<file path="src/rtl/sat_pkg.sv">
package sat_pkg;
  localparam int OPW = 3;

  typedef enum logic [OPW-1:0] {
    OP_SADD = 3'd0,
    OP_SSUB = 3'd1,
    OP_WADD = 3'd2,
    OP_UADD = 3'd3,
    OP_USUB = 3'd4,
    OP_DADD = 3'd5,
    OP_DSUB = 3'd6,
    OP_NONE = 3'd7
  } sat_op_e;
endpackage

</file>
<file path="src/rtl/sat_dbl.sv">
// Signed doubling of one operand with saturation.
module sat_dbl #(
  parameter int W = 32
) (
  input  logic [W-1:0] din,
  output logic [W-1:0] dout,
  output logic         sat
);
  localparam logic [W-1:0] MAXP = {1'b0, {(W-1){1'b1}}};
  localparam logic [W-1:0] MINN = {1'b1, {(W-1){1'b0}}};

  logic hi_sat;
  logic lo_sat;

  always_comb begin
    // positive and at least a quarter of the range
    hi_sat = !din[W-1] && din[W-2];
    // negative and at or below minus a quarter of the range
    lo_sat = din[W-1] && (!din[W-2] || (din[W-3:0] == '0));
    sat    = hi_sat || lo_sat;
    if (hi_sat)      dout = MAXP;
    else if (lo_sat) dout = MINN;
    else             dout = {din[W-2:0], 1'b0};
  end
endmodule

</file>
<file path="src/rtl/sat_sgn.sv">
// Signed add/subtract with optional clamp on overflow.
module sat_sgn #(
  parameter int W = 32
) (
  input  logic [W-1:0] a,
  input  logic [W-1:0] b,
  input  logic         sub,
  input  logic         wrap,
  output logic [W-1:0] y,
  output logic         ovf
);
  localparam logic [W-1:0] MAXP = {1'b0, {(W-1){1'b1}}};
  localparam logic [W-1:0] MINN = {1'b1, {(W-1){1'b0}}};

  logic [W-1:0] raw;
  logic         signs_eq;
  logic         res_flip;

  always_comb begin
    raw      = sub ? (a - b) : (a + b);
    signs_eq = (a[W-1] == b[W-1]);
    res_flip = (raw[W-1] != a[W-1]);
    ovf      = res_flip && (sub ? !signs_eq : signs_eq);
    if (ovf && !wrap) y = a[W-1] ? MINN : MAXP;
    else              y = raw;
  end
endmodule

</file>
<file path="src/rtl/sat_uns.sv">
// Unsigned add/subtract clamped to the range ends.
module sat_uns #(
  parameter int W = 32
) (
  input  logic [W-1:0] a,
  input  logic [W-1:0] b,
  input  logic         sub,
  output logic [W-1:0] y,
  output logic         ovf
);
  logic [W:0] sum_ext;
  logic [W:0] dif_ext;

  always_comb begin
    sum_ext = {1'b0, a} + {1'b0, b};
    dif_ext = {1'b0, a} - {1'b0, b};
    if (sub) begin
      ovf = dif_ext[W];
      y   = ovf ? '0 : dif_ext[W-1:0];
    end else begin
      ovf = sum_ext[W];
      y   = ovf ? '1 : sum_ext[W-1:0];
    end
  end
endmodule

</file>
<file path="src/rtl/sat_alu.sv">
module sat_alu
  import sat_pkg::*;
#(
  parameter int W = 32
) (
  input  logic           clk,
  input  logic           rst_n,
  input  logic           in_valid,
  input  logic [OPW-1:0] op,
  input  logic [W-1:0]   opa,
  input  logic [W-1:0]   opb,
  input  logic           clr_flag,
  output logic [W-1:0]   res,
  output logic           res_valid,
  output logic           ovf_flag
);
  sat_op_e      op_e;
  logic [W-1:0] dbl_y;
  logic         dbl_sat;
  logic [W-1:0] sgn_b;
  logic         sgn_sub;
  logic         sgn_wrap;
  logic [W-1:0] sgn_y;
  logic         sgn_ovf;
  logic [W-1:0] uns_y;
  logic         uns_ovf;
  logic         is_dbl;

  logic [W-1:0] res_d;
  logic         vld_d;
  logic         flag_d;
  logic         set_evt;
  logic         hit;

  assign op_e = sat_op_e'(op);

  sat_dbl #(.W(W)) u_dbl (
    .din  (opb),
    .dout (dbl_y),
    .sat  (dbl_sat)
  );

  always_comb begin
    is_dbl   = (op_e == OP_DADD) || (op_e == OP_DSUB);
    sgn_b    = is_dbl ? dbl_y : opb;
    sgn_sub  = (op_e == OP_SSUB) || (op_e == OP_DSUB);
    sgn_wrap = (op_e == OP_WADD);
  end

  sat_sgn #(.W(W)) u_sgn (
    .a    (opa),
    .b    (sgn_b),
    .sub  (sgn_sub),
    .wrap (sgn_wrap),
    .y    (sgn_y),
    .ovf  (sgn_ovf)
  );

  sat_uns #(.W(W)) u_uns (
    .a   (opa),
    .b   (opb),
    .sub (op_e == OP_USUB),
    .y   (uns_y),
    .ovf (uns_ovf)
  );

  // next-state logic
  always_comb begin
    unique case (op_e)
      OP_SADD, OP_SSUB, OP_WADD: begin res_d = sgn_y; hit = sgn_ovf; end
      OP_DADD, OP_DSUB:          begin res_d = sgn_y; hit = sgn_ovf || dbl_sat; end
      OP_UADD, OP_USUB:          begin res_d = uns_y; hit = uns_ovf; end
      default:                   begin res_d = '0;    hit = 1'b0; end
    endcase
    set_evt = in_valid && hit;
    vld_d   = in_valid;
    // set has priority over clear
    flag_d  = (ovf_flag && !clr_flag) || set_evt;
  end

  // registers
  always_ff @(posedge clk or negedge rst_n) begin
    if (!rst_n) begin
      res       <= '0;
      res_valid <= 1'b0;
      ovf_flag  <= 1'b0;
    end else begin
      if (in_valid) res <= res_d;
      res_valid <= vld_d;
      ovf_flag  <= flag_d;
    end
  end
endmodule

</file>
<file path="config.mk">
export PLATFORM = sky130hd
export DESIGN_NAME = sat_alu
export DESIGN_NICKNAME = d
export VERILOG_FILES = /design/src/rtl/sat_pkg.sv /design/src/rtl/sat_dbl.sv /design/src/rtl/sat_sgn.sv /design/src/rtl/sat_uns.sv /design/src/rtl/sat_alu.sv
export SDC_FILE = /design/constraint.sdc
export NUM_CORES = 1
export LEC_CHECK = 0
export ABC_AREA = 1
export ABC_CLOCK_PERIOD_IN_PS = 800
export CORE_MARGIN = 8
export CORE_UTILIZATION = 56
export CTS_CLUSTER_SIZE = 20
export DETAILED_ROUTE_END_ITERATION = 10
export GPL_TIMING_DRIVEN = 0
export PLACE_DENSITY = 0.78
export SYNTH_ARGS = -nofsm -noshare
export SYNTH_HDL_FRONTEND = slang
export SYNTH_SLANG_ARGS = --single-unit
</file>
<file path="constraint.sdc">
create_clock -name clk -period 0.8 [get_ports clk]
set_input_delay 0.16 -clock clk [delete_from_list [all_inputs] [get_ports clk]]
set_output_delay 0.16 -clock clk [all_outputs]
set_load 0.05 [all_outputs]
</file>
# [Word-level counts from Yosys, hierarchy flattened]
# Index checks and enable logic that the tools add are counted.
# W data, S select, Z words.
[totals] reg_bits=34 input_bits=71 wordCells=51
[classes] n_mux=13 eq_ne=8 n_addsub=4 n_reduce_logical=23
[ops] operator="$mux W32" count=9
[ops] operator="$pmux W32 S2" count=1
[ops] operator="$add A32 B32 Y33" count=1
[ops] operator="$sub A32 B32 Y33" count=1
[ops] operator="$add A32 B32 Y32" count=1
[ops] operator="$sub A32 B32 Y32" count=1
[ops] operator="$logic_not A30 Y1" count=1
[ops] operator="$eq A3 B3 Y1 const B" count=3
[ops] operator="$eq A3 B2 Y1 const B" count=2
[ops] operator="$logic_and A1 B1 Y1" count=6
[ops] operator="$logic_or A1 B1 Y1" count=6
[ops] operator="$logic_not A1 Y1" count=5
[ops] operator="$reduce_or A5 Y1" count=1
[ops] operator="$reduce_or A2 Y1" count=2
[ops] operator="$eq A3 B1 Y1 const B" count=1
[ops] operator="$logic_not A3 Y1" count=1
[ops] operator="$pmux W1 S3" count=1
[ops] operator="$reduce_or A3 Y1" count=1
[ops] operator="$mux W1" count=2
[ops] operator="$eq A1 B1 Y1" count=1
[ops] operator="$ne A1 B1 Y1" count=1

# [Longest topological paths before layout]
# Gate-level depths: netlist of run 1.
[depth] ltp_word=14 depth_mapped=40 mapped_depth_nobuf=38

# [By module]
# Synthesis of run 1 repeated with hierarchy kept, for this count alone.
[unflattened] cells_unflattened=2136 area_unflattened_um2=11458.5
[modules_own_cells] module="sat_uns" area_per_inst_um2=5549.1 instances=1 seq_area_each_um2=0.0 cells_per_inst=1074
[modules_own_cells] module="sat_sgn" area_per_inst_um2=3160.5 instances=1 seq_area_each_um2=0.0 cells_per_inst=587
[modules_own_cells] module="sat_alu" area_per_inst_um2=2238.4 instances=1 seq_area_each_um2=850.8 cells_per_inst=369
[modules_own_cells] module="sat_dbl" area_per_inst_um2=510.5 instances=1 seq_area_each_um2=0.0 cells_per_inst=106

# [Worst setup path before layout of run 1]
# No wires, ideal clock.
[synth_timing] path_type="input to register" from="in opb[19]" to="reg res[12]" path_stages=39 t_arrival_ns=3.920 slack_ns=-3.238 path_cell_list="nor2_1 nand2_1 nor2_1 nand2_1 o21ai_2 nand2_2 buf_6 nand2_1 nand2_1 nand2_2 nand2_1 nor2_2 nand4_1 nor2_1 inv_1 nor2_2 nand3_1 nor2_2 [... 3 more ...] inv_1 ha_1 inv_1 nor4_1 inv_1 o21ai_0 a31oi_1 inv_1 nand3_1 nand3_1 nand2_2 nand3_4 buf_6 nand2_1 nand2_1 nand2_1 nand2_1 nand2_1"
[synth_via] elab_chain_len=13 word_cells_on_any_way=22 cone_classes="add/sub (4); eq/ne (2); mux (10); reduce/logical (6)"
[synth_rtl] element="from (decl)" line_no="sat_alu.sv:11" text="input logic [W-1:0] opb,"
[synth_rtl] element="$logic_not A30 Y1" line_no="sat_dbl.sv:19" text="lo_sat = din[W-1] && (!din[W-2] || (din[W-3:0] == '0));"
[synth_rtl] element="$logic_or A1 B1 Y1" line_no="sat_dbl.sv:19"
[synth_rtl] element="$logic_and A1 B1 Y1" line_no="sat_dbl.sv:19"
[synth_rtl] element="$mux W32" line_no="sat_dbl.sv:22" text="else if (lo_sat) dout = MINN;"
[synth_rtl] element="$mux W32" line_no="sat_dbl.sv:21" text="if (hi_sat) dout = MAXP;"
[synth_rtl] element="$mux W32" line_no="sat_alu.sv:45" text="sgn_b = is_dbl ? dbl_y : opb;"
[synth_rtl] element="$add A32 B32 Y32 (tied with other cells)" line_no="sat_sgn.sv:20" text="raw = sub ? (a - b) : (a + b);"
[synth_rtl] element="$mux W32 or $logic_not A1 Y1 (tied branches)" line_no="sat_sgn.sv:20, sat_sgn.sv:23"
[synth_rtl] element="$ne A1 B1 Y1 or $mux W1 (tied branches)" line_no="sat_sgn.sv:22, sat_sgn.sv:23"
[synth_rtl] element="$logic_and A1 B1 Y1" line_no="sat_sgn.sv:23" text="ovf = res_flip && (sub ? !signs_eq : signs_eq);"
[synth_rtl] element="$logic_and A1 B1 Y1" line_no="sat_sgn.sv:24" text="if (ovf && !wrap) y = a[W-1] ? MINN : MAXP;"
[synth_rtl] element="$mux W32" line_no="sat_sgn.sv:24"
[synth_rtl] element="$pmux W32 S2 *" line_no="sat_alu.sv:69" text="unique case (op_e)"
[synth_rtl] element="to (signal assigned)" line_no="sat_alu.sv:88" text="if (in_valid) res <= res_d;"
[synth_rtl] element="to (decl)" line_no="sat_alu.sv:13" text="output logic [W-1:0] res,"
# Every way passes the cells marked *; elsewhere a longest branch is shown, timed or not.
# A chain may end at the register's enable or synchronous reset.

# [Final worst setup path of run 1]
[layout_timing] from="in op[2]" to="reg res[12]"
[layout_via] elab_chain_len=10 word_cells_on_any_way=25 cone_classes="add/sub (2); eq/ne (8); mux (6); reduce/logical (9)"
[layout_rtl] element="from (decl)" line_no="sat_alu.sv:9" text="input logic [OPW-1:0] op,"
[layout_rtl] element="$eq A3 B3 Y1, on equally long branches" line_no="sat_alu.sv:44, sat_alu.sv:69, sat_alu.sv:46"
[layout_rtl] element="$logic_or A1 B1 Y1" line_no="sat_alu.sv:44" text="is_dbl = (op_e == OP_DADD) || (op_e == OP_DSUB);"
[layout_rtl] element="$mux W32" line_no="sat_alu.sv:45"
[layout_rtl] element="$add A32 B32 Y32 (tied with other cells)" line_no="sat_sgn.sv:20"
[layout_rtl] element="$mux W32 or $logic_not A1 Y1 (tied branches)" line_no="sat_sgn.sv:20, sat_sgn.sv:23"
[layout_rtl] element="$ne A1 B1 Y1 or $mux W1 (tied branches)" line_no="sat_sgn.sv:22, sat_sgn.sv:23"
[layout_rtl] element="$logic_and A1 B1 Y1" line_no="sat_sgn.sv:23"
[layout_rtl] element="$logic_and A1 B1 Y1" line_no="sat_sgn.sv:24"
[layout_rtl] element="$mux W32" line_no="sat_sgn.sv:24"
[layout_rtl] element="$pmux W32 S2 *" line_no="sat_alu.sv:69"
# Marks and branches as above.

==> run_results.csv, run 1 <==
group,metric,value,unit
status,status,"complete, but fails checks",
die,core_area,15300,um^2
setup_path,regToRegEndpoint,"res[23]",
timing,tns,-135780,ps
cts,root_buffer,"clkbuf_16",
timing,whs,57.3,ps
setup_path,slowest_delay,530,ps
timing,slew_headroom,45.3,%
global_route,first_global_vias,9983,
logic_synthesis,synth_top_cell_by_area,"nand2_1",
logic_synthesis,async_reset_ff_share,100,%
logic_synthesis,avgSynthCellArea,5.74,um^2
die,rows,45,
global_route,use_met1,43.2,%
finish,area_delta_synth_final,30.9,%
setup_path,path_delay_family,"simple AND/OR/NAND/NOR gates",
global_route,antenna_found_initial,0,
setup_path,critPathSlowestCell,"o21ai_1",
global_route,top_usage_layer,"met2",
setup_path,startpoint,"op[2]",
die,pin_count,105,
drt,drt-pass1-iter-count,6,
global_route,grt_max_degree,35,
drt,wirelength,36.2,mm
drt,first_iter_violations,1222,
finish,fillers,1174,
global_route,overflow,0,
setup_path,path_depth,31,
place,place.gp.congestion,1.02,
timing,finalMaxSlewViolations,0,
timing,final_hold_viol_count,0,
logic_synthesis,synthFlopType,"dfrtp_1",
logic_synthesis,yosysSeqAreaShare,9.72,%
job,maxCapViolations,0,
hold_path,hold_path.class,"in2async",
timing,tightest_slew,821,ps
setup_path,cp-end-kind,"flop",
finish,post_route_cells_drive_above_1_share,20.6,%
logic_synthesis,syn-instance-count,1524,
pwr,p_per_area,1750,nW/um^2
setup_path,r2r-start,"res[23]",
logic_synthesis,syn-cell-area,8750,um^2
die,dieArea,19900,um^2
place,hpwl,27.2,mm
pwr,p_leak,5.77,nW
logic_synthesis,synth_edf_count,0,
timing,setup_ws,-3980,ps
cts,cts.path.max_buffers,2,
die,start_util,57.3,%
timing,max_freq,209,MHz
global_route,grt_first_pass_wirelength,50.8,mm
timing,finClkSkew,0,ps
setup_path,worst_ep_arrival_time,4940,ps
drt,routed_via_density,5.86,
setup_path,cp.required,960,ps
die,die_h,141,um
place,io_buffer_count,104,
drt,routedWlPerCell,18.9,um
timing,grt_setup_unrepaired,"true",
cts,path_clk_slew,50,ps
global_route,grtUsageTotal,32.3,%
cts,cts_made_buffers,5,
setup_path,reg2reg_slack,-190,ps
finish,utilization,75.0,%
cts,clock_sinks,34,
setup_path,worstSetupStartpointType,"primary input",
die,die_x,141,um
timing,fin_crit_sh,597,%
logic_synthesis,synth-seq-cells,34,
place,numPlacedInstances,1839,
logic_synthesis,synth_area_leaders,"nand2_1 (22%), ha_1 (14%), dfrtp_1 (9.7%), inv_1 (7.7%), a21oi_1 (7.1%)",
logic_synthesis,ys_types,45,
drt,ant_nets,0,
logic_synthesis,yosysWarnings,0,
timing,period_needed,4780,ps
global_route,grt.met3_usage,4.96,%
timing,setup_violations,67,
setup_path,critPathBufInv,7,
setup_path,crit_type,"in2reg",
pwr,ir_drop,1.52,mV
finish,fin_cells,1913,
logic_synthesis,syn_nets,1694,
setup_path,crit_fanout,10,
global_route,gr-usage-met2,51.0,%
drt,num_vias,11200,
drt,drc,0,
cts,insertion_delay,280,ps
setup_path,crit_top_cell,"nand2_1",
status,violations,"negative setup slack",
finish,n_antenna_cell,0,
cts,cts_tree,"yes",
logic_synthesis,synthDominantCellAreaShare,22.4,%
setup_path,rr_worst_depth,4,
setup_path,endpoint,"res[12]",
cts,h-tree-depth,2,
finish,nets,1871,
-- cells by family after synthesis --
| kind of cell | synth area share, % |
|---|---|
| buffers and inverters | 11.4 |
| flip-flops | 9.72 |
| AND/OR/NAND/NOR | 36.0 |
| adder cells (fa/ha/maj) | 14.4 |
| XOR/XNOR | 9.51 |
| AO/OA/AOI/OAI | 19.0 |
-- report_power, final --
part / total [mW] / internal, mW / leakage, nW / switching [mW]
clock network: 1.97 / 1.23 / 0.0729 / 0.738
registers: 2.55 / 2.18 / 0.411 / 0.371
logic: 15.5 / 5.59 / 5.29 / 9.93
-- cell usage in the layout (no fill, tap or decap), types with 32 or more instances in the layout --
cell type | netlist | final
buf_6 | 7 | 64
inv_1 | 180 | 172
o21ai_0 | 66 | 53
ha_1 | 96 | 90
nand3_1 | 72 | 63
buf_4 | 1 | 63
nor2_1 | 108 | 87
nand2_1 | 522 | 446
a21oi_1 | 124 | 114
o211ai_1 | 32 | 32
xor2_1 | 66 | 64
nand2_2 | 10 | 80
dfrtp_1 | 34 | 34
clkdlybuf4s50_1 | 0 | 34
-- timing repair --
| item | in CTS | in global routing |
|---|---|---|
| pin swaps | 52 | 67 |
| endpoints found under the setup margin | 101 | 67 |
| hold buffers | 0 | 0 |
| gates resized for setup | 487 | 146 |
| cloned | 7 | 0 |
| buffers inserted | 34 | 25 |
-- Yosys cell counts (3+ instances only) --
library cell	n
o21bai_1	6
nor2_1	108
buf_2	12
xor2_1	66
nand3_1	72
a21oi_1	124
a221oi_1	5
nand2_2	10
nor2_2	5
o211ai_1	32
a21boi_0	10
or2_2	9
nand2_1	522
o21ai_1	6
o21a_1	10
a31oi_1	7
fa_1	3
inv_1	180
nand4_1	8
nor3_1	16
o21ai_2	3
dfrtp_1	34
o21ai_0	66
nor2_4	3
clkbuf_1	35
nor4_1	8
buf_6	7
xnor2_1	29
nand3b_1	3
inv_2	7
ha_1	96
o31ai_1	6
-- layer usage --
layer,up-vias,share of wire (%),wire [um]
met3,151,11,4060
met4,0,5.0,1820
met5,-,0,0
met2,761,43,15600
met1,5030,40,14600
li1,5274,-,-
-- state kept, by name, indices dropped and copies added (netlist names) --
register / count
res_valid: 1
ovf_flag: 1
res: 32
-- layout make-up --
cell class | count | area, um^2 | area share [%]
Buffer | 57 | 305 | 2.67
Multi-Input combinational cell | 1245 | 7530 | 65.8
Sequential cell | 34 | 851 | 7.43
Timing Repair Buffer | 170 | 1630 | 14.3
Clock inverter | 2 | 12.5 | 0.109
Clock buffer | 6 | 139 | 1.21
Tap cell | 211 | 264 | 2.31
Inverter | 188 | 717 | 6.26
-- how the worst min path moves through the flow --
stage	start	end	cells past startpoint
2_1_floorplan	rst_n	ovf_flag	0
3_3_place_gp	res[22]	res[22]	2
3_5_place_dp	res[25]	res[25]	2
4_1_cts	rst_n	res[10]	1
5_1_grt	rst_n	res[10]	1
6_report	rst_n	res[3]	1
-- metrics by stage --
stage	cell area [um^2]	power, mW	setup WS (ps)
finish	11400	20.0	-3980
floorplan	8820	11.0	-3110
global route	11400	21.0	-4190
CTS	10900	18.0	-3720
global placement	10100	14.8	-4920
detailed placement	10100	15.0	-5020
Power figures use the tool's default switching activity.
==> run 2: changes to the inputs <==
CORE_UTILIZATION = 50   (was 56)
PLACE_DENSITY = 0.71   (was 0.78)
==> run 2 against run 1 <==
- the run ends with negative hold slack, negative setup slack left
- routed wire length decreased by 4.8%
- critical endpoint is now res[26]
- utilization decreased by 7.2 points
- worst hold slack got worse by 110 ps
- non-clock buffer count increased by 3
- sequential share of layout area decreased by 0.13 points
- largest power group unchanged
- via count decreased by 3.6%
- global-route usage decreased by 2.6 points
- critical path depth increased by 4
- clock-buffer cell count increased by 1
- largest cell class unchanged
==> run_results.csv, run 2 (synthesis gave the netlist of run 1 again) <==
group,metric,value,unit
global_route,grt_first_pass_wirelength,52.1,mm
hold_path,hold_path.class,"in2async",
finish,fillers,1639,
setup_path,cp.required,970,ps
timing,fin_crit_sh,573,%
cts,cts.path.max_buffers,2,
job,maxCapViolations,0,
setup_path,path_delay_family,"simple AND/OR/NAND/NOR gates",
die,dieArea,22000,um^2
timing,grt_setup_unrepaired,"true",
finish,layout_common_cells,"nand2_1 (422), inv_1 (171), a21oi_1 (110)",
finish,nets,1874,
finish,fin_cells,1930,
cts,insertion_delay,270,ps
pwr,power,20.1,mW
finish,top_regs,"res (32), ovf_flag (1), res_valid (1)",
pwr,p_leak,5.82,nW
cts,root_buffer,"clkbuf_16",
cts,path_clk_slew,50,ps
global_route,antenna_found_initial,0,
status,violations,"negative hold slack, negative setup slack",
place,numPlacedInstances,1853,
timing,finalMaxSlewViolations,0,
setup_path,slowest_delay,320,ps
setup_path,r2r-start,"res[31]",
timing,whs,-49.0,ps
setup_path,cp-end-kind,"flop",
drt,num_vias,10800,
global_route,overflow,0,
drt,first_iter_violations,1058,
timing,period_needed,4580,ps
finish,regMostFlops,"res",
drt,routed_via_density,5.60,
setup_path,worstSetupStartpointType,"primary input",
die,start_util,50.9,%
setup_path,critPathSlowestCell,"ha_1",
setup_path,crit_top_cell,"nand2_2",
pwr,ir_drop,2.09,mV
setup_path,regToRegEndpoint,"res[31]",
timing,tns,-127560,ps
pwr,p_per_area,1730,nW/um^2
finish,final_cell_area,11700,um^2
timing,finClkSkew,0,ps
setup_path,reg2reg_slack,-80,ps
cts,cts_tree,"yes",
die,core_area,17200,um^2
setup_path,crit_fanout,5,
status,status,"complete, but fails checks",
finish,area_delta_synth_final,33.2,%
finish,n_antenna_cell,0,
cts,clock_sinks,34,
drt,wirelength,34.4,mm
place,io_buffer_count,104,
place,hpwl,27.9,mm
drt,drt-pass1-iter-count,5,
timing,setup_violations,67,
finish,largest_reg_flops,32,
setup_path,critPathBufInv,6,
timing,slew_headroom,50.7,%
die,die_h,148,um
drt,drc,0,
place,place.gp.congestion,1.04,
setup_path,worst_ep_arrival_time,4750,ps
finish,final_common_cell,"nand2_1",
setup_path,rr_worst_depth,4,
place,place_area,10100,um^2
global_route,grtUsageTotal,29.7,%
finish,utilization,67.9,%
drt,ant_nets,0,
finish,post_route_cells_drive_above_1_share,23.0,%
setup_path,crit_type,"in2reg",
die,pin_count,105,
cts,cts_made_buffers,5,
global_route,grt_max_degree,35,
cts,h-tree-depth,2,
timing,max_freq,218,MHz
timing,final_hold_viol_count,34,
timing,tightest_slew,739,ps
global_route,first_global_vias,10100,
place,pre_cts_slack,-5050,ps
timing,setup_ws,-3780,ps
die,rows,48,
die,die_x,148,um
drt,routedWlPerCell,17.8,um
[run 2: changes by cell type in the layout (fill, tap and decap cells not counted), moves of 4 or more]
cell	previous run	this run
a21oi_1	114	110
nand2_1	446	422
nand2_2	80	98
nand2_4	7	13
nor2_2	9	14
[run 2: worst max-delay path by stage]
| stage | start | end | cells after the start |
|---|---|---|---|
| after floorplan | opb[15] | res[12] | 39 |
| after global placement | op[2] | res[22] | 22 |
| after detailed placement | op[2] | res[24] | 25 |
| after CTS | opb[29] | res[30] | 37 |
| after global routing | opb[12] | res[9] | 39 |
| final | opb[14] | res[26] | 35 |
[run 2: what timing repair did]
item / 4_1_cts / 5_1_grt
setup endpoints to repair: 67 / 67
endpoints found under the hold margin: 34 / 0
pin swaps: 61 / 105
gates cloned: 3 / 5
buffers inserted: 40 / 22
resized for setup: 512 / 168
[run 2: final cells by class]
type,instances,area (um^2),area share (%)
Multi-Input combinational cell,1245,7700,66.1
Sequential cell,34,851,7.30
Clock inverter,1,30.0,0.258
Timing Repair Buffer,173,1640,14.1
Tap cell,225,282,2.41
Clock buffer,7,133,1.14
Inverter,188,711,6.10
Buffer,57,308,2.64
[run 2: report_power, final]
| part | internal (mW) | switching [mW] | total [mW] |
|---|---|---|---|
| clock network | 1.47 | 0.659 | 2.13 |
| registers | 2.18 | 0.333 | 2.52 |
| logic | 5.70 | 9.78 | 15.5 |
[run 2: per-layer routing]
layer	up-vias	share of wire, %	global-route usage (%)	wire [um]
met5	-	0	0	0
met4	0	3.4	9.89	1180
met3	72	9.1	2.46	3120
met2	526	44	47.2	15100
met1	4941	44	41.4	15100
li1	5269	-	-	-
